--- config.mk ---
export PLATFORM = sky130hd
export DESIGN_NAME = int_alu
export DESIGN_NICKNAME = d
export VERILOG_FILES = /design/src/rtl/int_alu_pkg.sv /design/src/rtl/int_alu_decode.sv /design/src/rtl/int_alu_adder.sv /design/src/rtl/int_alu_bitwise.sv /design/src/rtl/int_alu.sv
export SDC_FILE = /design/constraint.sdc
export NUM_CORES = 1
export LEC_CHECK = 0
export BUFFER_PORTS_ARGS = -buffer_cell sky130_fd_sc_hd__clkbuf_2
export CORE_ASPECT_RATIO = 1.25
export CORE_MARGIN = 8
export CORE_UTILIZATION = 55
export DETAILED_ROUTE_END_ITERATION = 10
export PLACE_DENSITY = 0.84
export SLEW_MARGIN = 20
export SYNTH_ARGS = -nofsm -noshare
export SYNTH_HDL_FRONTEND = slang
export SYNTH_SLANG_ARGS = --single-unit
--- constraint.sdc ---
create_clock -name vclk -period 41.1
set_input_delay 6.165 -clock vclk [all_inputs]
set_output_delay 6.165 -clock vclk [all_outputs]
set_load 0.05 [all_outputs]
--- src/rtl/int_alu_pkg.sv ---
package int_alu_pkg;

    localparam int MODE_W = 4;

    localparam logic [MODE_W-1:0] OP_ADD  = 4'd0;
    localparam logic [MODE_W-1:0] OP_ADDU = 4'd1;
    localparam logic [MODE_W-1:0] OP_SUB  = 4'd2;
    localparam logic [MODE_W-1:0] OP_SUBU = 4'd3;
    localparam logic [MODE_W-1:0] OP_AND  = 4'd4;
    localparam logic [MODE_W-1:0] OP_OR   = 4'd5;
    localparam logic [MODE_W-1:0] OP_XOR  = 4'd6;
    localparam logic [MODE_W-1:0] OP_NOR  = 4'd7;
    localparam logic [MODE_W-1:0] OP_SLT  = 4'd10;
    localparam logic [MODE_W-1:0] OP_SLTU = 4'd11;

    typedef enum logic [1:0] {
        BW_AND = 2'd0,
        BW_OR  = 2'd1,
        BW_XOR = 2'd2,
        BW_NOR = 2'd3
    } bw_sel_e;

    typedef struct packed {
        logic    arith_en;   // drive sum and carry to the outputs
        logic    bitwise_en; // drive the bitwise unit to the outputs
        logic    setlt_en;   // drive a comparison bit to the outputs
        logic    invert_b;   // subtract: invert B and carry in one
        logic    ovf_en;     // signed arithmetic reports overflow
        logic    setlt_uns;  // comparison uses the borrow, not the sign
        bw_sel_e bw_sel;
    } alu_ctl_t;

endpackage

--- src/rtl/int_alu_decode.sv ---
module int_alu_decode
    import int_alu_pkg::*;
(
    input  logic [MODE_W-1:0] mode_i,
    output alu_ctl_t          ctl_o
);

    alu_ctl_t ctl_d;

    always_comb begin
        ctl_d = '0;
        ctl_d.bw_sel = BW_AND;
        case (mode_i)
            OP_ADD:  begin ctl_d.arith_en = 1'b1; ctl_d.ovf_en = 1'b1; end
            OP_ADDU: begin ctl_d.arith_en = 1'b1; end
            OP_SUB:  begin ctl_d.arith_en = 1'b1; ctl_d.invert_b = 1'b1;
                           ctl_d.ovf_en = 1'b1; end
            OP_SUBU: begin ctl_d.arith_en = 1'b1; ctl_d.invert_b = 1'b1; end
            OP_AND:  begin ctl_d.bitwise_en = 1'b1; ctl_d.bw_sel = BW_AND; end
            OP_OR:   begin ctl_d.bitwise_en = 1'b1; ctl_d.bw_sel = BW_OR;  end
            OP_XOR:  begin ctl_d.bitwise_en = 1'b1; ctl_d.bw_sel = BW_XOR; end
            OP_NOR:  begin ctl_d.bitwise_en = 1'b1; ctl_d.bw_sel = BW_NOR; end
            OP_SLT:  begin ctl_d.setlt_en = 1'b1; ctl_d.invert_b = 1'b1; end
            OP_SLTU: begin ctl_d.setlt_en = 1'b1; ctl_d.invert_b = 1'b1;
                           ctl_d.setlt_uns = 1'b1; end
            default: ctl_d = '0;
        endcase
    end

    assign ctl_o = ctl_d;

endmodule

--- src/rtl/int_alu_adder.sv ---
module int_alu_adder #(
    parameter int W = 32
) (
    input  logic [W-1:0] a_i,
    input  logic [W-1:0] b_i,
    input  logic         cin_i,
    output logic [W-1:0] sum_o,
    output logic         cout_o,
    output logic         ovf_o
);

    logic [W:0] carry_d;

    assign carry_d[0] = cin_i;

    for (genvar i = 0; i < W; i++) begin : g_bit
        logic prop_d;
        assign prop_d         = a_i[i] ^ b_i[i];
        assign sum_o[i]       = prop_d ^ carry_d[i];
        assign carry_d[i + 1] = (a_i[i] & b_i[i]) | (prop_d & carry_d[i]);
    end

    assign cout_o = carry_d[W];
    // signed overflow: carry into the sign bit differs from carry out of it
    assign ovf_o  = carry_d[W] ^ carry_d[W - 1];

endmodule

--- src/rtl/int_alu_bitwise.sv ---
module int_alu_bitwise
    import int_alu_pkg::*;
#(
    parameter int W = 32
) (
    input  logic [W-1:0] a_i,
    input  logic [W-1:0] b_i,
    input  bw_sel_e      sel_i,
    output logic [W-1:0] y_o
);

    logic [W-1:0] y_d;

    always_comb begin
        case (sel_i)
            BW_AND:  y_d = a_i & b_i;
            BW_OR:   y_d = a_i | b_i;
            BW_XOR:  y_d = a_i ^ b_i;
            default: y_d = ~(a_i | b_i);
        endcase
    end

    assign y_o = y_d;

endmodule

--- src/rtl/int_alu.sv ---
module int_alu
    import int_alu_pkg::*;
#(
    parameter int W = 32
) (
    input  logic [W-1:0]      opa_i,
    input  logic [W-1:0]      opb_i,
    input  logic [MODE_W-1:0] mode_i,
    output logic [W-1:0]      result_o,
    output logic              carry_o,
    output logic              ovf_o
);

    localparam int PAD_W = W - 1;

    typedef struct packed {
        logic [W-1:0] res;
        logic         carry;
        logic         ovf;
    } alu_out_t;

    alu_ctl_t     ctl_d;
    logic [W-1:0] addb_d;
    logic [W-1:0] sum_d;
    logic         cout_d;
    logic         vraw_d;
    logic [W-1:0] bw_d;
    logic         less_d;
    alu_out_t     out_d;

    int_alu_decode u_decode (
        .mode_i (mode_i),
        .ctl_o  (ctl_d)
    );

    assign addb_d = ctl_d.invert_b ? ~opb_i : opb_i;

    int_alu_adder #(.W(W)) u_adder (
        .a_i    (opa_i),
        .b_i    (addb_d),
        .cin_i  (ctl_d.invert_b),
        .sum_o  (sum_d),
        .cout_o (cout_d),
        .ovf_o  (vraw_d)
    );

    int_alu_bitwise #(.W(W)) u_bitwise (
        .a_i   (opa_i),
        .b_i   (opb_i),
        .sel_i (ctl_d.bw_sel),
        .y_o   (bw_d)
    );

    // unsigned: no carry out means a borrow; signed: sign corrected by overflow
    assign less_d = ctl_d.setlt_uns ? ~cout_d : (sum_d[W-1] ^ vraw_d);

    always_comb begin
        out_d = '0;
        if (ctl_d.arith_en) begin
            out_d.res   = sum_d;
            out_d.carry = cout_d;
            out_d.ovf   = ctl_d.ovf_en & vraw_d;
        end else if (ctl_d.bitwise_en) begin
            out_d.res = bw_d;
        end else if (ctl_d.setlt_en) begin
            out_d.res = {{PAD_W{1'b0}}, less_d};
        end
    end

    assign result_o = out_d.res;
    assign carry_o  = out_d.carry;
    assign ovf_o    = out_d.ovf;

endmodule

==> impl_metrics.yaml <==
setup_path:
  cpPeakStageDelay_ns: 0.53
  worstSetupStartpointType: "input pin"
  worstSetupEndpointType: "output pin"
  cp_slowest_cell: "nor2b_4"
  path_class: "in2out"
  worstPathArrival_ns: 21.32
  critical_path.max_fanout: 67
  cp_common_cell: "fa_1"
  required_ns: 34.94
floorplanning:
  start_util_pct: 56.1
  core_area_um2: 6090
  placementRows: 32
  fp.dieH_um: 104
  die_x_um: 86.5
  dieArea_um2: 9010
  ios: 102
synthesis:
  syn_area_um2: 3420
  synth_top_area_share_pct: 23.4
  yosysSeqAreaShare_pct: 0
  synthDistinctLibCells: 26
  synth.net_count: 573
  synth_area_leader_cell: "ha_1"
  avgSynthCellArea_um2: 8.35
  synth_cells: 409
  ys_warn_count: 0
  netlist_top_cells_area: "ha_1 (23%), fa_1 (19%), xnor2_1 (8.2%), inv_1 (7.5%), nor2b_1 (7.3%)"
run_status:
  outcome: "complete, no violations"
drt:
  totalWireLength_um: 8430
  vias: 3105
  drtAntennaViolNets: 0
  route.detailed.drc: 0
  dr.pass1.iters: 4
  wl_per_cell_um: 14.8
  drt_iter0_drc: 115
  via_per_inst: 5.45
final_layout:
  finish.net_count: 651
  n_clock_buffer: 0
  stdcell_count: 570
  final_util_pct: 64.3
  seq_area_um2: 0
  seq_cells: 0
  syn2layout_area_growth_pct: 14.6
  drive_above_1_share_pct: 26.0
  diodes: 0
place:
  gp_congestion: 0.800
  portBuffers: 102
  place_inst: 570
  dp_hpwl_um: 6780
global_route:
  grt_max_degree: 83
  grt_pass1_vias: 3272
  grtUsageTotal_pct: 18.5
  grt_overflow_total: 0
  grt_pass1_wl_um: 14400
  antenna_found_initial: 0
power_and_ir_drop:
  vdd_ir_drop_max_mv: 0.00920
  p_seq_share_pct: 0
  power.share.clock_pct: 0
  leakage_nw: 2.02
  p_int_mw: 0.0232
  swShare_pct: 64.1
  p_per_area_nw_per_um2: 16.5
  pwr-share-comb_pct: 100.0
  power_switching_mw: 0.0414
  p_total_mw: 0.0645
timing:
  tns_ns: 0
  timing.slew.headroom_pct: 48.9
  period_needed_ns: 27.48
  hold_ws_ns: 12.85
  hold_viol: 0
  max_slew.worst_pin.slew_ns: 0.767
  fmaxAchievable_ghz: 0.0364
  period_share_pct: 66.9
  setup_violations: 0
  slew_violations: 0
  rsz0062_at_grt: "no"
run:
  cap_violations: 0
worst_hold_path:
  hp-class: "in2out"
  min_delay_path_depth: 3
clock_tree:
  postCtsHoldBufs: 0
  post_cts_buffers: 0
  cts_resized: 0
==> cells by family after synthesis <==
kind of cell,share of synthesized area [%]
buffers and inverters,11.8
AOI/OAI and AO/OA,25.0
and+or+nand+nor,9.92
xor gates and xnor gates,8.20
muxes,2.89
adders and majority gates,42.2
==> synth_stat cells (10+ instances only) <==
library cell,n
fa_1,32
nor2_1,17
a211oi_2,10
o21a_1,17
xnor2_1,32
a211oi_1,20
ha_1,64
buf_2,11
o22ai_1,26
nor2b_1,40
inv_1,68
clkbuf_1,12
a21o_1,17
==> stage by stage <==
stage,setup slack [ns],cell area (µm²)
final,13.62,3920
after global routing,13.00,3920
after CTS,13.56,3920
after detailed placement,13.58,3920
after global placement,13.84,3920
after floorplan,14.21,3420
==> critical path: cells and delay by family <==
kind            cells  cell delay [ns]
mux                 2             0.27
simple gates        1             0.53
buf+inv             4             0.94
fa+ha+maj          31            13.04
compound gates      2             0.28
==> final timing paths <==
kind	start	to	slack (ns)
worst max-delay path	mode_i[1]	result_o[0]	13.62
worst min-delay path	mode_i[3]	result_o[7]	12.85
==> per-layer routing <==
layer | vias to the layer above | track usage (%) | share of wire (%)
li1 | 1520 | - | -
met1 | 1494 | 22.1 | 41
met2 | 87 | 34.4 | 53
met3 | 4 | 2.53 | 5.6
met4 | 0 | 1.60 | 0.52
met5 | - | 0 | 0
==> cells in the final DEF (no fill, tap or decap), types with 2 or more instances in the layout <==
cell      instances
clkbuf_2        102
inv_1            68
ha_1             64
nor2b_1          39
xnor2_1          32
fa_1             32
o22ai_1          26
a211oi_1         20
nor2_1           17
o21a_1           17
a21o_1           17
a211oi_2         10
o21ai_0           8
o31ai_1           8
mux2_2            7
a21oi_1           7
buf_4             3
mux2i_1           2
==> power by group through the flow <==
stage / registers (mW) / clock network (mW) / logic [mW]
6_report: 0 / 0 / 0.0645
5_1_grt: 0 / 0 / 0.0715
4_1_cts: 0 / 0 / 0.0651
3_5_place_dp: 0 / 0 / 0.0647
3_3_place_gp: 0 / 0 / 0.0630
2_1_floorplan: 0 / 0 / 0.0483
==> area by class of cell <==
type,count,area (µm²)
Inverter,68,255
Tap cell,85,106
Multi-Input combinational cell,312,3020
Timing Repair Buffer,105,533
Fill cell,542,2170
(Power assumes the default switching activity.)
